### config.mk
export PLATFORM = sky130hd
export DESIGN_NAME = pkt_irq_ctrl
export DESIGN_NICKNAME = d
export VERILOG_FILES = /design/src/rtl/pkt_irq_pkg.sv /design/src/rtl/pkt_irq_fifo.sv /design/src/rtl/pkt_irq_datapath.sv /design/src/rtl/pkt_irq_control.sv /design/src/rtl/pkt_irq_ctrl.sv
export SDC_FILE = /design/constraint.sdc
export NUM_CORES = 1
export LEC_CHECK = 0
export ABC_AREA = 1
export BUFFER_PORTS_ARGS = -buffer_cell sky130_fd_sc_hd__buf_2
export CORE_ASPECT_RATIO = 1.25
export CORE_UTILIZATION = 50
export CTS_BUF_LIST = sky130_fd_sc_hd__clkbuf_4 sky130_fd_sc_hd__clkbuf_8 sky130_fd_sc_hd__clkbuf_16
export DETAILED_ROUTE_END_ITERATION = 10
export GPL_TIMING_DRIVEN = 1
export PLACE_DENSITY = 0.75
export SETUP_SLACK_MARGIN = 0.15
export SLEW_MARGIN = 20
export SYNTH_ARGS = -nofsm -noshare
export SYNTH_HDL_FRONTEND = slang
export SYNTH_SLANG_ARGS = --single-unit
export TNS_END_PERCENT = 10
### constraint.sdc
create_clock -name clk -period 1.89 [get_ports clk]
set_input_delay 0.378 -clock clk [delete_from_list [all_inputs] [get_ports clk]]
set_output_delay 0.378 -clock clk [all_outputs]
set_load 0.01 [all_outputs]
### src/rtl/pkt_irq_pkg.sv
package pkt_irq_pkg;
  localparam int PKT_W   = 5;
  localparam int Q_DEPTH = 8;
  localparam int NUM_Q   = 3;
  localparam int ST_W    = 4;
  // queue indices
  localparam int Q_TX   = 0;
  localparam int Q_DONE = 1;
  localparam int Q_RX   = 2;

  typedef struct packed {
    logic [NUM_Q-1:0] push;
    logic [NUM_Q-1:0] pop;
  } qStrb_t;
endpackage

### src/rtl/pkt_irq_fifo.sv
module pkt_irq_fifo #(
  parameter int WIDTH = 5,
  parameter int DEPTH = 8
) (
  input  logic             clk,
  input  logic             rstN,
  input  logic             push,
  input  logic             pop,
  input  logic [WIDTH-1:0] din,
  output logic [WIDTH-1:0] head,
  output logic             empty,
  output logic             full
);
  localparam int PTR_W = (DEPTH > 1) ? $clog2(DEPTH) : 1;
  localparam int CNT_W = $clog2(DEPTH + 1);

  logic [WIDTH-1:0] mem [DEPTH];
  logic [PTR_W-1:0] wrPtr, rdPtr;
  logic [CNT_W-1:0] count;
  logic             wrEn, rdEn;

  assign empty = (count == '0);
  assign full  = (count == CNT_W'(DEPTH));
  assign wrEn  = push && !full;
  assign rdEn  = pop && !empty;
  assign head  = mem[rdPtr];

  function automatic logic [PTR_W-1:0] nextPtr(input logic [PTR_W-1:0] p);
    return (p == PTR_W'(DEPTH - 1)) ? '0 : p + 1'b1;
  endfunction

  always_ff @(posedge clk) begin
    if (!rstN) begin
      wrPtr <= '0;
      rdPtr <= '0;
      count <= '0;
    end else begin
      if (wrEn) wrPtr <= nextPtr(wrPtr);
      if (rdEn) rdPtr <= nextPtr(rdPtr);
      case ({wrEn, rdEn})
        2'b10:   count <= count + 1'b1;
        2'b01:   count <= count - 1'b1;
        default: count <= count;
      endcase
    end
  end

  always_ff @(posedge clk) begin
    if (wrEn) mem[wrPtr] <= din;
  end

  p_count_bound_r7: assert property (@(posedge clk) disable iff (!rstN)
    count <= CNT_W'(DEPTH));
  p_no_overflow_r8: assert property (@(posedge clk) disable iff (!rstN)
    (full && push && !pop) |=> full);
  p_empty_pop_r9: assert property (@(posedge clk) disable iff (!rstN)
    (empty && pop && !push) |=> empty);
endmodule

### src/rtl/pkt_irq_datapath.sv
module pkt_irq_datapath
  import pkt_irq_pkg::*;
#(
  parameter int WIDTH = PKT_W,
  parameter int DEPTH = Q_DEPTH
) (
  input  logic                        clk,
  input  logic                        rstN,
  input  qStrb_t                      strb,
  input  logic [WIDTH-1:0]            hostTxPkt,
  input  logic [WIDTH-1:0]            rxPkt,
  output logic [NUM_Q-1:0][WIDTH-1:0] qHead,
  output logic [NUM_Q-1:0]            qEmpty,
  output logic [NUM_Q-1:0]            qFull
);
  logic [NUM_Q-1:0][WIDTH-1:0] qDin;

  // the completion queue is filled from the transmit queue head
  always_comb begin
    qDin         = '0;
    qDin[Q_TX]   = hostTxPkt;
    qDin[Q_DONE] = qHead[Q_TX];
    qDin[Q_RX]   = rxPkt;
  end

  for (genvar q = 0; q < NUM_Q; q++) begin : g_queue
    pkt_irq_fifo #(.WIDTH(WIDTH), .DEPTH(DEPTH)) u_fifo (
      .clk   (clk),
      .rstN  (rstN),
      .push  (strb.push[q]),
      .pop   (strb.pop[q]),
      .din   (qDin[q]),
      .head  (qHead[q]),
      .empty (qEmpty[q]),
      .full  (qFull[q])
    );
  end
endmodule

### src/rtl/pkt_irq_control.sv
module pkt_irq_control
  import pkt_irq_pkg::*;
(
  input  logic             clk,
  input  logic             rstN,
  input  logic             hostTxEnq,
  input  logic             txDone,
  input  logic             txOk,
  input  logic             rxArrive,
  input  logic             hostRxDeq,
  input  logic             hostDoneDeq,
  input  logic             autoRelease,
  input  logic [ST_W-1:0]  intEn,
  input  logic             ovfClr,
  input  logic [NUM_Q-1:0] qEmpty,
  input  logic [NUM_Q-1:0] qFull,
  output qStrb_t           strb,
  output logic [ST_W-1:0]  intStatus,
  output logic             irq,
  output logic             relValid
);
  logic txRetire, autoFree, ovfHit, ovfFlag;

  assign txRetire = txDone && !qEmpty[Q_TX];
  assign autoFree = autoRelease && txOk;
  assign relValid = txRetire && autoFree;

  always_comb begin
    strb              = '0;
    strb.push[Q_TX]   = hostTxEnq;
    strb.pop[Q_TX]    = txRetire;
    strb.push[Q_DONE] = txRetire && !autoFree;
    strb.pop[Q_DONE]  = hostDoneDeq;
    strb.push[Q_RX]   = rxArrive;
    strb.pop[Q_RX]    = hostRxDeq;
  end

  assign ovfHit = |(strb.push & qFull);

  always_ff @(posedge clk) begin
    if (!rstN)       ovfFlag <= 1'b0;
    else if (ovfHit) ovfFlag <= 1'b1;
    else if (ovfClr) ovfFlag <= 1'b0;
  end

  assign intStatus = {ovfFlag, qEmpty[Q_TX], !qEmpty[Q_DONE], !qEmpty[Q_RX]};
  assign irq       = |(intStatus & intEn);

  p_done_push_r5: assert property (@(posedge clk) disable iff (!rstN)
    (strb.push[Q_DONE] && !qFull[Q_DONE]) |=> !qEmpty[Q_DONE]);
  p_rel_excl_r6: assert property (@(posedge clk) disable iff (!rstN)
    relValid |-> !strb.push[Q_DONE]);
  p_ovf_sticky_r8: assert property (@(posedge clk) disable iff (!rstN)
    (ovfFlag && !ovfClr) |=> ovfFlag);
  p_rx_status_r1: assert property (@(posedge clk) disable iff (!rstN)
    (strb.push[Q_RX] && !strb.pop[Q_RX]) |=> intStatus[0]);
endmodule

### src/rtl/pkt_irq_ctrl.sv
module pkt_irq_ctrl
  import pkt_irq_pkg::*;
(
  input  logic             clk,
  input  logic             rstN,
  input  logic             hostTxEnq,
  input  logic [PKT_W-1:0] hostTxPkt,
  input  logic             txDone,
  input  logic             txOk,
  output logic [PKT_W-1:0] txHeadPkt,
  input  logic             rxArrive,
  input  logic [PKT_W-1:0] rxPkt,
  input  logic             hostRxDeq,
  output logic [PKT_W-1:0] rxHeadPkt,
  input  logic             hostDoneDeq,
  output logic [PKT_W-1:0] doneHeadPkt,
  input  logic             autoRelease,
  input  logic [ST_W-1:0]  intEn,
  input  logic             ovfClr,
  output logic [ST_W-1:0]  intStatus,
  output logic             irq,
  output logic             relValid,
  output logic [PKT_W-1:0] relPkt
);
  qStrb_t                      strb;
  logic [NUM_Q-1:0][PKT_W-1:0] qHead;
  logic [NUM_Q-1:0]            qEmpty, qFull;

  pkt_irq_control u_ctrl (
    .clk, .rstN, .hostTxEnq, .txDone, .txOk, .rxArrive, .hostRxDeq,
    .hostDoneDeq, .autoRelease, .intEn, .ovfClr,
    .qEmpty (qEmpty),
    .qFull  (qFull),
    .strb   (strb),
    .intStatus, .irq, .relValid
  );

  pkt_irq_datapath #(.WIDTH(PKT_W), .DEPTH(Q_DEPTH)) u_dp (
    .clk, .rstN,
    .strb      (strb),
    .hostTxPkt (hostTxPkt),
    .rxPkt     (rxPkt),
    .qHead     (qHead),
    .qEmpty    (qEmpty),
    .qFull     (qFull)
  );

  assign txHeadPkt   = qHead[Q_TX];
  assign doneHeadPkt = qHead[Q_DONE];
  assign rxHeadPkt   = qHead[Q_RX];
  assign relPkt      = qHead[Q_TX];
endmodule

* Word-level counts from Yosys, hierarchy flattened
Memories as Yosys holds them, arrays and structs flattened. A register that Yosys moved wholly into a read port is not among the register bits.
Cells that the tools add are included.
** Word-level totals
- Logic and storage cells :: 91
- RAM bits :: 120
- Bits in latches :: 0
- Bits of input ports :: 24
- Output and inout bits :: 26
- Memories kept :: 3
- Memory bits (read-only) :: 0
- Register bits after elaboration :: 31
** Operators by class
- Shift operators :: 0
- Add/sub/neg operators :: 12
- Reduce and logical (&&, ||, !) cells :: 26
- Equal/unequal tests :: 15
- Bitwise logic cells :: 2
- Order comparisons :: 0
- Multiply operators :: 0
- Multiplexer cells :: 23
- Divide/modulo/power cells :: 0
** Memories
- u_dp.g_queue[0].u_fifo.mem :: depth 8, bits a word 5, rd ports 1, clocked after Yosys merged registers in 1, write ports 1, RTL line pkt_irq_fifo.sv:17 : logic [WIDTH-1:0] mem [DEPTH];
- u_dp.g_queue[1].u_fifo.mem :: depth 8, bits a word 5, rd ports 1, clocked after Yosys merged registers in 1, write ports 1, RTL line pkt_irq_fifo.sv:17
- u_dp.g_queue[2].u_fifo.mem :: depth 8, bits a word 5, rd ports 1, clocked after Yosys merged registers in 1, write ports 1, RTL line pkt_irq_fifo.sv:17
** Operators with widths (number)
- $mux 3 :: 12
- $pmux 4 s2 :: 3
- $add 3x1->3 const B :: 6
- $eq 3x3->1 const B :: 6
- $add 4x1->4 const B :: 3
- $eq 4x4->1 const B :: 3
- $logic_not 4->1 :: 3
- $sub 4x1->4 const B :: 3
- $logic_and 1x1->1 :: 10
- $mux 1 :: 8
- $reduce_bool 2->1 :: 4
- $logic_not 1->1 :: 7
- $eq 2x1->1 const B :: 3
- $eq 2x2->1 const B :: 3
- $and 4x4->4 :: 1
- $reduce_or 4->1 :: 1
- $and 3x3->3 :: 1
- $reduce_or 3->1 :: 1

* Longest topological paths before layout
- Word-level depth :: 7
- Mapped depth :: 15
- Gate-level depth less buffers :: 14

* Cells and area by module
From an unflattened synthesis, not the netlist that was laid out.
** Unflattened totals
- Cells, all modules :: 652
- Area, all modules :: 6990.5 µm²
** By module, submodules not included
- pkt_irq_fifo at u_dp.g_queue[1].u_fifo ... :: instances 2, area an instance 2260.9 µm², seq. area each 1461.4 µm², cells an instance 206
- pkt_irq_fifo at u_dp.g_queue[0].u_fifo :: instances 1, area an instance 2264.7 µm², seq. area each 1461.4 µm², cells an instance 206
- pkt_irq_control :: instances 1, area an instance 166.4 µm², seq. area each 20.0 µm², cells an instance 29
- pkt_irq_ctrl :: instances 1, area an instance 37.5 µm², seq. area each 0.0 µm², cells an instance 5

* Worst setup path after synthesis
Ideal clock, no wire load.
- Kind :: register -> register
- Start point :: register u_dp.g_queue[2].u_fifo.count[3]
- End point :: register u_dp.g_queue[2].u_fifo.count[2]
- Setup time :: 0.115 ns
- Path buffers :: 1
- Required time :: 1.775 ns
- Path slack :: -0.020 ns
- Clock period less this slack :: 1.910 ns
- Cell stages (with the launch flop) :: 12
- Arrival :: 1.795 ns
- Cells stage by stage :: dfxtp_1 > clkbuf_2 > nor2_1 > nand2_1 > nand2_1 > inv_1 > ha_1 > inv_1 > fa_1 > xnor2_1 > o21ai_0 > inv_1
** On the way
- Word-level cells in the longest chain between the ends :: 5
- Elaborated cells between the ends (all ways) :: 10
- Those cells by class :: eq/ne (3); mux (1); reduce/logical (6)
** Ends and longest elaborated chain
- start: declaration :: RTL line pkt_irq_fifo.sv:19 : logic [CNT_W-1:0] count;
- start signal: assignment :: RTL line pkt_irq_fifo.sv:41 : 2'b10: count <= count + 1'b1;
- start signal: assignment :: RTL line pkt_irq_fifo.sv:42 : 2'b01: count <= count - 1'b1;
- start signal: assignment :: RTL line pkt_irq_fifo.sv:43 : default: count <= count;
- $logic_not 4->1 (*) :: RTL line pkt_irq_fifo.sv:22 : assign empty = (count == '0);
- $logic_not 1->1 (*)
- net intStatus[0] :: RTL line pkt_irq_ctrl.sv:20 : output logic [ST_W-1:0] intStatus,
- $logic_and 1x1->1 (*) :: RTL line pkt_irq_fifo.sv:25 : assign rdEn = pop && !empty;
- $eq 2x1->1 / $eq 2x2->1 (equally long branches) :: RTL line pkt_irq_fifo.sv:40 : case ({wrEn, rdEn})
- $pmux 4 s2 / $reduce_bool 2->1 (equally long branches)
The timed path passes the listed nets; every way through them passes the cells marked *.
A chain may end at the register's enable or synchronous reset.

==> metrics.md <==
| Metric | Value |
|---|---|
| Startpoint of the lowest-slack hold path | `hostTxPkt[2]` |
| Post-detailed-route wirelength per cell | `around 16 µm` |
| Area of the die | `14200 µm²` |
| Initial antenna violation count | `0` |
| Launching point of the worst reg2reg path | `u_dp.g_queue[1].u_fifo.count[1]$_SDFFE_PN0P_` |
| Class of the most critical setup path | `reg -> out` |
| Pwr dens | `1580 nW/µm²` |
| Shortest clock period the worst path allows after layout | `approximately 2100 ps` |
| Leakage | `3.41 nW` |
| Number of buffers added on ports | `49` |
| Violated checks | `setup timing` |
| Violation count after the first detailed-routing iteration | `343` |
| Most Used Layer, Global Route | `met2` |
| Post-Syn Instances | `670` |
| Most frequent cells after synthesis | `sky130_fd_sc_hd__nor2_1 (148), sky130_fd_sc_hd__edfxtp_1 (120), sky130_fd_sc_hd__o21ai_0 (107)` |
| Setup TNS | `-1220 ps` |
| Min-delay worst type | `in -> reg` |
| Clock latency on the worst-skew pair | `410 ps` |
| Critical path data required time | `1510 ps` |
| Post-route fraction of the period consumed by the critical path | `108%` |
| Mean Syn Cell Area | `10.2 µm²` |
| Arrival time at the worst endpoint | `1670 ps` |
| Worst-Margin Slew | `506 ps` |
| Cell with the most instances after synthesis | `sky130_fd_sc_hd__nor2_1` |
| Dominant synthesized flop cell | `sky130_fd_sc_hd__edfxtp_1` |
| Post-layout worst setup margin | `-160 ps` |
| Count of endpoints failing setup in the final report | `13` |
| Initial cell density of the core | `51.6%` |
| Width of the die | `107 µm` |
| Slowest-stage cell, CP | `sky130_fd_sc_hd__dfxtp_4` |
| Largest area contributor in the netlist | `sky130_fd_sc_hd__edfxtp_1` |
| Net count after synthesis | `717` |
| RSZ-0062 raised after global routing | `yes` |
| TritonCTS clock tree | `done` |
| Maximum vdd ir drop | `0.692 mV` |
| Seq/Total Area, Yosys | `64.2%` |
| Maximum number of pins on one net before global-route repair | `25` |
| Fraction of layout instances using a drive strength above 1 | `26.6%` |
| GRT met3 Usage | `4.48%` |
| Worst Setup Start Kind | `flop` |
| Post-DR vias/cell | `5.31` |
| Rel. slew slack | `66.2%` |
| Number of unique standard cell types used by synthesis | `28` |
| Number of buffers on the longest clock path | `2` |
| EDFF count, synth | `120` |
| HPWL Detailed | `9710 µm` |
| DRT Wirelength | `15100 µm` |
| Total global routing track utilization | `roughly 22%` |
| GR Layer Usage met1 | `25.1%` |
| Number of top-level pins | `50` |
| NumNets Final | `808` |
| Detailed-route DRC error count | `0` |
| FILL cells | `around 1000` |
| Longest individual stage delay on the worst path | `380 ps` |
| First-pass iteration count of the detailed router | `7` |
| Global routing met2 resource utilization | `39.5%` |
| Highest fanout seen on the critical path | `10` |
| Relative area change from synthesis to final layout | `25.6%` |
| Status | `complete, but fails checks` |
| Number of buffers inserted during clock tree synthesis | `17` |
| H-tree levels | `4` |
| Placer's final routability congestion estimate | `0.826` |
| Flop and latch count out of synthesis | `160` |
| Cell row count | `47` |
| Instance count along the most critical hold path | `1` |
| Critical path endpoint category | `primary output` |
| Top cells by area in the synthesized netlist | `sky130_fd_sc_hd__edfxtp_1 (53%), sky130_fd_sc_hd__dfxtp_1 (12%), sky130_fd_sc_hd__nor2_1 (8.1%), sky130_fd_sc_hd__o21ai_0 (7.8%), sky130_fd_sc_hd__nand2_1 (5.3%)` |
| Reg clk slew, reported paths | `60 ps` |
| Core ar. | `13300 µm²` |
| Asr flop ratio synth | `0%` |
| Highest clock rate | `488 MHz` |
| Number of warnings reported in the yosys synthesis log | `0` |
| Clock root buffer | `sky130_fd_sc_hd__clkbuf_16` |
| Wire length of the first global-routing pass | `23900 µm` |
| Cells along the critical path | `buf_12 -> nor2_1 -> nor2_1 -> o21ai_0 -> o21ai_0 -> nand2_1 -> nand2_1 -> buf_2` |
| Remaining number of nets flagged by the antenna check after routing | `0` |
| Min-Delay Endpoint | `u_dp.g_queue[0].u_fifo.mem[4][2]$_DFFE_PP_` |
| Reg2Reg Setup Slack | `approximately 80 ps` |
| DIE HEIGHT | `133 µm` |
| Reg2reg end | `u_dp.g_queue[1].u_fifo.count[2]$_SDFFE_PN0P_` |
| Total grt overflow | `0` |
| Clock Sink Count | `160` |
| Number of pins with negative max-slew slack in the final report | `0` |
| Ant diodes | `0` |
| Post-synthesis cell area | `about 6900 µm²` |
| R2R cell count | `13` |
| Maxcap violations | `0` |
| Total placed instance area | `7570 µm²` |
| Number of global-route vias before repair | `roughly 5000` |
| Count of final hold-check violations | `0` |
| Post-route clock skew | `7.37 ps` |
| Final design instance area without fill | `8610 µm²` |
| Vias after detailed routing | `around 5000` |
| Area fraction of the dominant cell type after synthesis | `a little over half` |
[layout make-up]
cell class	instances	area (µm²)	area share [%]
tap	171	214	2.48
timing repair buffer	101	850	9.86
sequential	160	4440	51.5
clock inverter	14	130	1.51
multi-input combinational	433	2360	27.4
inverter	48	188	2.18
clock buffer	18	433	5.03
[through the flow]
step | worst slack (ps) | hold slack (ps) | cells | utilization [%] | total power, mW
5_1_grt | -256 | 246 | 945 | 64.8 | 14.4
3_3_place_gp | 55.0 | 477 | 906 | 57.0 | 9.03
2_1_floorplan | 95.7 | 456 | 670 | - | 7.68
4_1_cts | -109 | 241 | 940 | 63.3 | 13.1
3_5_place_dp | -80.9 | 497 | 906 | 57.0 | 9.25
6_report | -160 | 249 | 945 | 64.8 | 13.6
[report_power, final]
| part | total [mW] | switching, mW | internal, mW |
|---|---|---|---|
| Clock | 3.24 | 1.40 | 1.84 |
| Sequential | 4.91 | 0.411 | 4.50 |
| Combinational | 5.42 | 3.07 | 2.34 |
| Total | 13.6 | 4.88 | 8.69 |
[routing by layer]
metal	share of wire [%]	up-vias
met5	0	-
met2	54	120
met3	3.4	31
met4	2.4	0
li1	-	2444
met1	40	2426
[state kept, by name (all words and copies together), names as in the netlist, named ones only]
signal                     cells
u_ctrl.ovfFlag                 1
u_dp.g_queue.u_fifo.rdPtr      9
u_dp.g_queue.u_fifo.wrPtr      9
u_dp.g_queue.u_fifo.mem      120
u_dp.g_queue.u_fifo.count     12
[placed cells by master, fill, tap and decap left out, types with 7 or more instances in the layout]
cell type,count
sky130_fd_sc_hd__a21oi_1,18
sky130_fd_sc_hd__buf_2,40
sky130_fd_sc_hd__buf_4,38
sky130_fd_sc_hd__buf_6,13
sky130_fd_sc_hd__clkbuf_16,20
sky130_fd_sc_hd__dfxtp_1,28
sky130_fd_sc_hd__dfxtp_4,7
sky130_fd_sc_hd__edfxtp_1,120
sky130_fd_sc_hd__ha_1,16
sky130_fd_sc_hd__inv_1,40
sky130_fd_sc_hd__nand2_1,84
sky130_fd_sc_hd__nand2_2,11
sky130_fd_sc_hd__nand3_1,8
sky130_fd_sc_hd__nor2_1,133
sky130_fd_sc_hd__nor2_2,10
sky130_fd_sc_hd__nor2_4,8
sky130_fd_sc_hd__o21ai_0,57
sky130_fd_sc_hd__o21ai_1,46
sky130_fd_sc_hd__o21ai_2,10
[worst max-delay path by stage]
| stage | slack, ps | cells after the start | endpoint | start |
|---|---|---|---|---|
| 3_5_place_dp | -80 | 12 | u_dp.g_queue[2].u_fifo.count[3]$_SDFFE_PN0P_ | u_dp.g_queue[2].u_fifo.count[0]$_SDFFE_PN0P_ |
| 3_3_place_gp | 60 | 12 | u_dp.g_queue[1].u_fifo.count[2]$_SDFFE_PN0P_ | autoRelease |
| 6_report | -160 | 8 | rxHeadPkt[1] | flop |
| 4_1_cts | -110 | 7 | relPkt[3] | flop |
| 5_1_grt | -260 | 8 | txHeadPkt[0] | flop |
| 2_1_floorplan | 100 | 13 | u_dp.g_queue[2].u_fifo.count[3]$_SDFFE_PN0P_ | u_dp.g_queue[2].u_fifo.count[3]$_SDFFE_PN0P_ |
[cell families after synthesis]
kind of cell               synth area share (%)
buffers and inverters                      4.73
DFF                                        64.2
AOI/OAI and AO/OA                          10.2
and+or+nand+nor                            15.5
adders and majority gates                  4.42
xor gates and xnor gates                  0.894
[timing repair]
action | in CTS | in global routing
buffers inserted | 1 | 2
gates cloned | 1 | 3
hold endpoints to repair | 0 | 0
hold buffers | 0 | 0
setup endpoints to repair | 63 | 69
pin swaps | 16 | 8
gates resized for setup | 101 | 52
[worst max-delay path: cells and delay by family (launching register included)]
family	cells	cell delay [ps]
DFF	1	380
AOI/OAI and AO/OA	2	260
and+or+nand+nor	4	350
buffers and inverters	2	280
No activity file was read; power rests on OpenSTA's default activity.
